===== config.mk =====
export PLATFORM = sky130hd
export DESIGN_NAME = issue_slotter
export DESIGN_NICKNAME = d
export VERILOG_FILES = /design/src/rtl/slot_pkg.sv /design/src/rtl/slot_hazard.sv /design/src/rtl/slot_pipe_alloc.sv /design/src/rtl/slot_window.sv /design/src/rtl/issue_slotter.sv
export SDC_FILE = /design/constraint.sdc
export NUM_CORES = 1
export LEC_CHECK = 0
export BUFFER_PORTS_ARGS = -buffer_cell sky130_fd_sc_hd__buf_2
export CAP_MARGIN = 20
export CORE_ASPECT_RATIO = 1.75
export CORE_MARGIN = 4
export CORE_UTILIZATION = 45
export CTS_CLUSTER_SIZE = 25
export DETAILED_ROUTE_END_ITERATION = 10
export PLACE_DENSITY = 0.79
export SETUP_SLACK_MARGIN = 0.4
export SYNTH_ARGS = -nofsm -noshare
export SYNTH_HDL_FRONTEND = slang
export SYNTH_HIERARCHICAL = 1
export SYNTH_SLANG_ARGS = --single-unit

===== constraint.sdc =====
create_clock -name clk -period 4.9 [get_ports clk]
set_input_delay 0.245 -clock clk [delete_from_list [all_inputs] [get_ports clk]]
set_output_delay 0.245 -clock clk [all_outputs]
set_load 0.02 [all_outputs]

===== src/rtl/slot_pkg.sv =====
`timescale 1ns/1ps
package slot_pkg;
  localparam int CLS_W  = 3;
  localparam int PIPE_W = 2;

  typedef enum logic [CLS_W-1:0] {
    C_INT    = 3'd0,
    C_SHIFT  = 3'd1,
    C_BRANCH = 3'd2,
    C_FMUL   = 3'd3,
    C_FADD   = 3'd4,
    C_FANY   = 3'd5,
    C_RSV6   = 3'd6,
    C_RSV7   = 3'd7
  } op_class_e;

  typedef enum logic [PIPE_W-1:0] {
    P_INT0 = 2'd0,
    P_INT1 = 2'd1,
    P_FMUL = 2'd2,
    P_FADD = 2'd3
  } pipe_e;
endpackage


===== src/rtl/slot_hazard.sv =====
`timescale 1ns/1ps
// Per-slot readiness: scoreboard check on used sources and
// same-packet dependence against earlier remaining writers.
module slot_hazard #(
  parameter int NSLOT  = 4,
  parameter int REG_AW = 5,
  localparam int NREG  = 1 << REG_AW
) (
  input  logic [NSLOT-1:0]        remaining,
  input  logic [NSLOT*REG_AW-1:0] src_a,
  input  logic [NSLOT*REG_AW-1:0] src_b,
  input  logic [NSLOT*2-1:0]      src_use,
  input  logic [NSLOT*REG_AW-1:0] dst,
  input  logic [NSLOT-1:0]        dst_we,
  input  logic [NREG-1:0]         reg_ready,
  output logic [NSLOT-1:0]        hz_ok
);
  for (genvar k = 0; k < NSLOT; k++) begin : g_slot
    logic [REG_AW-1:0] sa, sb, sd;
    logic              use_a, use_b, rd_ok, clash, ok_k;

    assign sa    = src_a[k*REG_AW +: REG_AW];
    assign sb    = src_b[k*REG_AW +: REG_AW];
    assign sd    = dst[k*REG_AW +: REG_AW];
    assign use_a = src_use[2*k];
    assign use_b = src_use[2*k+1];

    always_comb begin
      rd_ok = 1'b1;
      if (use_a && !reg_ready[sa]) rd_ok = 1'b0;
      if (use_b && !reg_ready[sb]) rd_ok = 1'b0;
    end

    // Earlier remaining slots all issue if this slot is reached,
    // so comparing against every remaining writer ahead is exact.
    always_comb begin
      clash = 1'b0;
      for (int j = 0; j < k; j++) begin
        if (remaining[j] && dst_we[j]) begin
          if (use_a && (sa == dst[j*REG_AW +: REG_AW]))     clash = 1'b1;
          if (use_b && (sb == dst[j*REG_AW +: REG_AW]))     clash = 1'b1;
          if (dst_we[k] && (sd == dst[j*REG_AW +: REG_AW])) clash = 1'b1;
        end
      end
    end

    assign ok_k     = rd_ok && !clash;
    assign hz_ok[k] = ok_k;
  end
endmodule


===== src/rtl/slot_pipe_alloc.sv =====
`timescale 1ns/1ps
// Greedy in-order pipe assignment with prefix stop.
module slot_pipe_alloc
  import slot_pkg::*;
#(
  parameter int NSLOT = 4
) (
  input  logic                    clk,
  input  logic                    rst_n,
  input  logic                    enable,
  input  logic [NSLOT-1:0]        remaining,
  input  logic [NSLOT-1:0]        hz_ok,
  input  logic [NSLOT*CLS_W-1:0]  slot_class,
  output logic [NSLOT-1:0]        issue,
  output logic [NSLOT*PIPE_W-1:0] slot_unit
);
  always_comb begin
    logic      i0_busy, i1_busy, fm_busy, fa_busy, stop, go;
    pipe_e     pick;
    op_class_e c;
    i0_busy   = 1'b0;
    i1_busy   = 1'b0;
    fm_busy   = 1'b0;
    fa_busy   = 1'b0;
    stop      = 1'b0;
    issue     = '0;
    slot_unit = '0;
    for (int k = 0; k < NSLOT; k++) begin
      c    = op_class_e'(slot_class[k*CLS_W +: CLS_W]);
      go   = 1'b0;
      pick = P_INT0;
      if (enable && remaining[k] && !stop) begin
        if (hz_ok[k]) begin
          case (c)
            C_INT: begin
              if (!i0_busy)      begin go = 1'b1; pick = P_INT0; end
              else if (!i1_busy) begin go = 1'b1; pick = P_INT1; end
            end
            C_SHIFT:  if (!i0_busy) begin go = 1'b1; pick = P_INT0; end
            C_BRANCH: if (!i1_busy) begin go = 1'b1; pick = P_INT1; end
            C_FMUL:   if (!fm_busy) begin go = 1'b1; pick = P_FMUL; end
            C_FADD:   if (!fa_busy) begin go = 1'b1; pick = P_FADD; end
            C_FANY: begin
              if (!fm_busy)      begin go = 1'b1; pick = P_FMUL; end
              else if (!fa_busy) begin go = 1'b1; pick = P_FADD; end
            end
            default: go = 1'b0;
          endcase
        end
        if (!go) begin
          stop = 1'b1;
        end else begin
          case (pick)
            P_INT0:  i0_busy = 1'b1;
            P_INT1:  i1_busy = 1'b1;
            P_FMUL:  fm_busy = 1'b1;
            default: fa_busy = 1'b1;
          endcase
          issue[k] = 1'b1;
          slot_unit[k*PIPE_W +: PIPE_W] = pick;
        end
      end
    end
  end

  for (genvar k = 0; k < NSLOT; k++) begin : g_chk
    a_r5_shift_pipe0: assert property (@(posedge clk) disable iff (!rst_n)
      (issue[k] && slot_class[k*CLS_W +: CLS_W] == C_SHIFT)
        |-> slot_unit[k*PIPE_W +: PIPE_W] == P_INT0);
    a_r5_branch_pipe1: assert property (@(posedge clk) disable iff (!rst_n)
      (issue[k] && slot_class[k*CLS_W +: CLS_W] == C_BRANCH)
        |-> slot_unit[k*PIPE_W +: PIPE_W] == P_INT1);
    a_r11_reserved: assert property (@(posedge clk) disable iff (!rst_n)
      (slot_class[k*CLS_W +: CLS_W] == C_RSV6 ||
       slot_class[k*CLS_W +: CLS_W] == C_RSV7) |-> !issue[k]);
    a_r13_idle_unit: assert property (@(posedge clk) disable iff (!rst_n)
      !issue[k] |-> slot_unit[k*PIPE_W +: PIPE_W] == '0);
    if (k > 0) begin : g_prefix
      a_r3_prefix: assert property (@(posedge clk) disable iff (!rst_n)
        (issue[k] && remaining[k-1]) |-> issue[k-1]);
    end
    for (genvar j = 0; j < k; j++) begin : g_pair
      a_r6_one_per_pipe: assert property (@(posedge clk) disable iff (!rst_n)
        (issue[j] && issue[k])
          |-> slot_unit[j*PIPE_W +: PIPE_W] != slot_unit[k*PIPE_W +: PIPE_W]);
    end
  end
endmodule


===== src/rtl/slot_window.sv =====
`timescale 1ns/1ps
// Tracks which slots of the current packet are still to issue.
module slot_window #(
  parameter int NSLOT       = 4,
  parameter int ADDR_W      = 32,
  parameter int INSTR_BYTES = 4,
  localparam int SIDX_W     = $clog2(NSLOT),
  localparam int OFS_LO     = $clog2(INSTR_BYTES),
  localparam int OFS_HI     = OFS_LO + SIDX_W
) (
  input  logic              clk,
  input  logic              rst_n,
  input  logic              pkt_valid,
  input  logic [ADDR_W-1:0] entry_addr,
  input  logic [NSLOT-1:0]  issue,
  output logic [NSLOT-1:0]  remaining,
  output logic              advance
);
  logic [SIDX_W-1:0] ofs;
  logic [NSLOT-1:0]  lead;
  logic              fresh_q, fresh_d;
  logic [NSLOT-1:0]  pend_q, pend_d;
  logic              unused_addr_bits;

  assign ofs = entry_addr[OFS_LO +: SIDX_W];
  assign unused_addr_bits = ^{entry_addr[ADDR_W-1:OFS_HI], entry_addr[OFS_LO-1:0]};

  for (genvar k = 0; k < NSLOT; k++) begin : g_lead
    assign lead[k] = (SIDX_W'(k) >= ofs);
  end

  assign remaining = fresh_q ? lead : pend_q;
  assign advance   = pkt_valid && ((issue & remaining) == remaining);

  always_comb begin
    fresh_d = fresh_q;
    pend_d  = pend_q;
    if (advance) begin
      fresh_d = 1'b1;
      pend_d  = '0;
    end else begin
      fresh_d = 1'b0;
      pend_d  = remaining & ~issue;
    end
  end

  always_ff @(posedge clk or negedge rst_n) begin
    if (!rst_n) begin
      fresh_q <= 1'b1;
      pend_q  <= '0;
    end else if (pkt_valid) begin
      fresh_q <= fresh_d;
      pend_q  <= pend_d;
    end
  end

  a_r2_no_lead: assert property (@(posedge clk) disable iff (!rst_n)
    (pkt_valid && fresh_q) |-> ((issue & ~lead) == '0));
  a_r9_no_reissue: assert property (@(posedge clk) disable iff (!rst_n)
    (pkt_valid && !advance) |=> ((remaining & $past(issue)) == '0));
endmodule


===== src/rtl/issue_slotter.sv =====
`timescale 1ns/1ps
module issue_slotter
  import slot_pkg::*;
#(
  parameter int NSLOT       = 4,
  parameter int ADDR_W      = 32,
  parameter int REG_AW      = 5,
  parameter int INSTR_BYTES = 4,
  localparam int NREG       = 1 << REG_AW,
  localparam int CNT_W      = $clog2(NSLOT + 1)
) (
  input  logic                    clk,
  input  logic                    rst_n,
  input  logic                    pkt_valid,
  input  logic [ADDR_W-1:0]       entry_addr,
  input  logic [NSLOT*CLS_W-1:0]  slot_class,
  input  logic [NSLOT*REG_AW-1:0] slot_src_a,
  input  logic [NSLOT*REG_AW-1:0] slot_src_b,
  input  logic [NSLOT*2-1:0]      slot_src_use,
  input  logic [NSLOT*REG_AW-1:0] slot_dst,
  input  logic [NSLOT-1:0]        slot_dst_we,
  input  logic [NREG-1:0]         reg_ready,
  output logic [NSLOT-1:0]        issue_mask,
  output logic [NSLOT*PIPE_W-1:0] slot_unit,
  output logic [CNT_W-1:0]        issue_count,
  output logic                    advance
);
  logic rst_meta_q, rst_sync_q, rst_int_n;
  logic [NSLOT-1:0] remaining, hz_ok;

  always_ff @(posedge clk or negedge rst_n) begin
    if (!rst_n) begin
      rst_meta_q <= 1'b0;
      rst_sync_q <= 1'b0;
    end else begin
      rst_meta_q <= 1'b1;
      rst_sync_q <= rst_meta_q;
    end
  end
  assign rst_int_n = rst_sync_q;

  slot_window #(.NSLOT(NSLOT), .ADDR_W(ADDR_W), .INSTR_BYTES(INSTR_BYTES)) u_window (
    .clk(clk), .rst_n(rst_int_n), .pkt_valid(pkt_valid), .entry_addr(entry_addr),
    .issue(issue_mask), .remaining(remaining), .advance(advance));

  slot_hazard #(.NSLOT(NSLOT), .REG_AW(REG_AW)) u_hazard (
    .remaining(remaining), .src_a(slot_src_a), .src_b(slot_src_b),
    .src_use(slot_src_use), .dst(slot_dst), .dst_we(slot_dst_we),
    .reg_ready(reg_ready), .hz_ok(hz_ok));

  slot_pipe_alloc #(.NSLOT(NSLOT)) u_alloc (
    .clk(clk), .rst_n(rst_int_n), .enable(pkt_valid), .remaining(remaining),
    .hz_ok(hz_ok), .slot_class(slot_class), .issue(issue_mask), .slot_unit(slot_unit));

  always_comb begin
    issue_count = '0;
    for (int k = 0; k < NSLOT; k++) issue_count = issue_count + CNT_W'(issue_mask[k]);
  end

  a_r12_idle: assert property (@(posedge clk) disable iff (!rst_int_n)
    !pkt_valid |-> (issue_mask == '0 && !advance));
  a_r10_adv_nonzero: assert property (@(posedge clk) disable iff (!rst_int_n)
    advance |-> issue_count != '0);

  for (genvar k = 0; k < NSLOT; k++) begin : g_chk
    a_r8_src_a_ready: assert property (@(posedge clk) disable iff (!rst_int_n)
      (issue_mask[k] && slot_src_use[2*k]) |-> reg_ready[slot_src_a[k*REG_AW +: REG_AW]]);
    a_r8_src_b_ready: assert property (@(posedge clk) disable iff (!rst_int_n)
      (issue_mask[k] && slot_src_use[2*k+1]) |-> reg_ready[slot_src_b[k*REG_AW +: REG_AW]]);
    for (genvar j = 0; j < k; j++) begin : g_pair
      a_r7_no_raw: assert property (@(posedge clk) disable iff (!rst_int_n)
        (issue_mask[j] && issue_mask[k] && slot_dst_we[j] && slot_src_use[2*k])
          |-> slot_src_a[k*REG_AW +: REG_AW] != slot_dst[j*REG_AW +: REG_AW]);
      a_r7_no_waw: assert property (@(posedge clk) disable iff (!rst_int_n)
        (issue_mask[j] && issue_mask[k] && slot_dst_we[j] && slot_dst_we[k])
          |-> slot_dst[k*REG_AW +: REG_AW] != slot_dst[j*REG_AW +: REG_AW]);
    end
  end
endmodule


==> summary.md <==
| Metric | Value |
|---|---|
| Status | finished, final reports clean |
| Initial Util | 46.0% |
| Netlist cell types | 79 |
| TNS Setup | 0 ns |
| Die width | 84.1 um |
| CP Max Fanout | 5 |
| Crit path from | reg_ready[6] |
| DR DRC count | 0 |
| Worst hold slack | 0.0727 ns |
| Ports | 167 |
| CP Capture Type | primary output |
| RSZ-0062 raised after global routing | yes |
| Core Area | 9910 sq um |
| Most frequent cells in the layout | buf_2, mux4_2, buf_4, xor2_1, xnor2_1 |
| Setup WS pre-CTS | -0.0731 ns |
| Final Hold Violating Endpoints | 0 |
| Max-slew violations | 0 |
| Die ar. | 11,900 sq um |
| Async SR Flop Fraction | between 90% and 100% |
| Die height | 141 um |
| Crit path DAT | 4.61 ns |
| Area Growth Syn to Fin | 30.3% |
| Worst-Margin Slew | 0.712 ns |
| M1 GR Usage | 28.4% |
| Max cap viols | 0 |
| H-Tree Depth | 1 |
| Routed WL | 17,700 um |
| Port Buffers | approximately 140 |
| Vias in the first global route | 5,381 |
| Syn Nets | 634 |
| Area after DPL | around 5500 sq um |
| Total CTS buffers | 3 |
| FF-to-FF Start | u_window/fresh_q$_DFFE_PN1P_ |
| Top area cells in the synthesized netlist | mux4_2, xor2_1, xnor2_1, mux4_1, mux2i_1 |
| Final critical-path required period | just under 5 ns |
| Sequential area share after synthesis | 3.87% |
| Final Skew | 0.00121 ns |
| M2 GR Usage | approximately 54% |
| GRT Max-Usage Layer | met2 |
| Hold Path Class | register to async pin |
| R2R setup slack | between 0.5 and 0.6 ns |
| Yosys top cell area share | 28.7% |
| CTS tree | done |
| Nets | ~800 |
| Initial antenna violation count | 0 |
| Reg2Reg Depth | 20 |
| Post-DR vias/cell | 6.80 |
| Largest net degree at the start of global routing | 14 |
| Setup crit start kind | input port |
| Post-Synthesis Cells | 479 |
| Antenna Nets Post-Route | 0 |
| GP Congestion | 1.01 |
| Total track usage | 28.2% |
| CTS sink cnt | 7 |
| Global-route wire length before repair | 26,900 um |
| Cell taking the most area after synthesis | mux4_2 |
| Max VDD drop | 0.000196 V |
| CP Class | input port to primary output |
| Max_slew headroom | ~52% |
| DR vias | approximately 5,100 |
| Fin crit share | between 90% and 100% |
| Post-synth EDFFs | 0 |
| Design area | 5940 sq um |
| Bufs on Longest Clock Path | 2 |
| Clk root buf | clkbuf_16 |
| 1st-pass router iterations | 5 |
| Post-layout util | 59.9% |
| FP Rows | 48 |
| Mapped cell area | 4560 sq um |
| Overflow after GRT | 0 |
| Layout cells sized above 1 | 48.3% |
| Non-filler cells, final | 752 |
| Clock Latency Late Sink | 0.23 ns |
| Worst-path clk slew | 0.04 ns |
| # setup viols final | 0 |
| P per Cell Area | 173 nW/um^2 |
| Ant diodes | 0 |
| Fill cell count | 854 |
| Total power | 1.03 mW |
| Highest clock rate | just over 0.2 GHz |
| WL/cell | around 24 um |
| CP endpoint | issue_count[1] |
| Post-DP HPWL | 14,300 um |
| Fin worst setup slack | between 0.04 and 0.05 ns |
| Placed cells | 736 |
| Syn Area/Cell | 9.52 sq um |
| DR iter-0 viols | 294 |
| Ys flop type | dfrtp_1 |
| GRT met3 Usage | 3.10% |
| Reg2reg end | u_window/fresh_q$_DFFE_PN1P_ |
| Number of warnings issued by yosys | 6 |
| Leak | ~2.4 nW |
| Commonest non-fill, non-tap cell in the layout | buf_2 |
| Required time of the critical path | ~4.7 ns |
| Register bit total from synthesis | 7 |
[cells by family (layout without fill, tap and decap cells)]
| family | count (synthesis) | after routing | synth area share (%) |
|---|---|---|---|
| AO/OA/AOI/OAI | 78 | 78 | 13.1 |
| AND/OR/NAND/NOR | 143 | 143 | 17.8 |
| other | 1 | 1 | 0.0823 |
| adder cells (fa/ha/maj) | 4 | 4 | 1.26 |
| XOR/XNOR | 93 | 93 | 17.9 |
| flip-flops | 7 | 7 | 3.87 |
| multiplexers | 91 | 91 | 39.3 |
| buffers and inverters | 62 | 210 | 6.78 |
[flip-flops by register name (all words and copies together), names as in the netlist]
signal / cells
rst_meta_q: 1
rst_int_n: 1
u_window/fresh_q: 1
u_window/pend_q: 4
[metal layers]
metal / share of wire [%] / vias to the layer above
li1: - / 2175
met1: 31 / 2453
met2: 54 / 378
met3: 7.7 / 110
met4: 7.2 / 0
met5: 0 / -
[synth_stat cells (7+ instances only)]
cell type  number
nor2_1         19
nand3_1        17
nor4_1         13
nand4_1        15
xnor2_1        42
mux4_1          9
mux2i_1        18
nor2b_1         8
mux4_2         58
xor2_1         51
clkbuf_1       20
nand2b_1        7
inv_1          11
buf_2          20
nand2_1        25
a211oi_1        7
a21oi_1        14
[repair_timing]
action	4_1_cts	5_1_grt
resized for setup	22	36
hold buffers	1	0
buffers inserted	5	6
pin swaps	7	18
hold endpoints to repair	2	0
setup endpoints to repair	6	6
[worst min path at each step]
stage	start	endpoint	slack [ns]	cells past startpoint
6_report	rst_int_n$_DFF_PN0_	u_window/pend_q[2]$_DFFE_PN0P_	0.07	0
5_1_grt	rst_int_n$_DFF_PN0_	u_window/pend_q[2]$_DFFE_PN0P_	0.1	0
4_1_cts	rst_int_n$_DFF_PN0_	u_window/pend_q[2]$_DFFE_PN0P_	0.08	0
3_5_place_dp	rst_n	rst_int_n$_DFF_PN0_	0.03	1
3_3_place_gp	rst_n	rst_int_n$_DFF_PN0_	0.03	1
2_1_floorplan	rst_n	rst_int_n$_DFF_PN0_	-0.05	0
[report_power, final]
group	internal (mW)	total (mW)	switching (mW)
Sequential	0.0790	0.0922	0.0132
Clock	0.108	0.136	0.0279
Combinational	0.381	0.799	0.418
Total	0.568	1.03	0.459
[critical path, stage by stage]
cell and delay (ns):
buf_8 0.11, buf_6 0.11, mux4_2 0.44, mux2_4 0.28, o211ai_1 0.27, a32oi_4 0.20, and4b_4 0.24, a22o_1 0.21
o32a_1 0.37, buf_4 0.15, o311ai_4 0.31, a31oi_4 0.12, a211oi_2 0.23, a21boi_2 0.11, a21boi_2 0.19, a22o_4 0.23
fa_2 0.38, ha_4 0.28, buf_6 0.10
[layout make-up]
type	count	area (sq um)	share of cell area, %
well taps	125	156	2.63
multi-input cells	410	4260	71.7
repair buffers	195	1230	20.7
clock buffers	4	78.8	1.33
flip-flops and latches	7	176	2.97
inverters	11	41.3	0.695
Note: power is estimated with default switching activity, not from simulation.
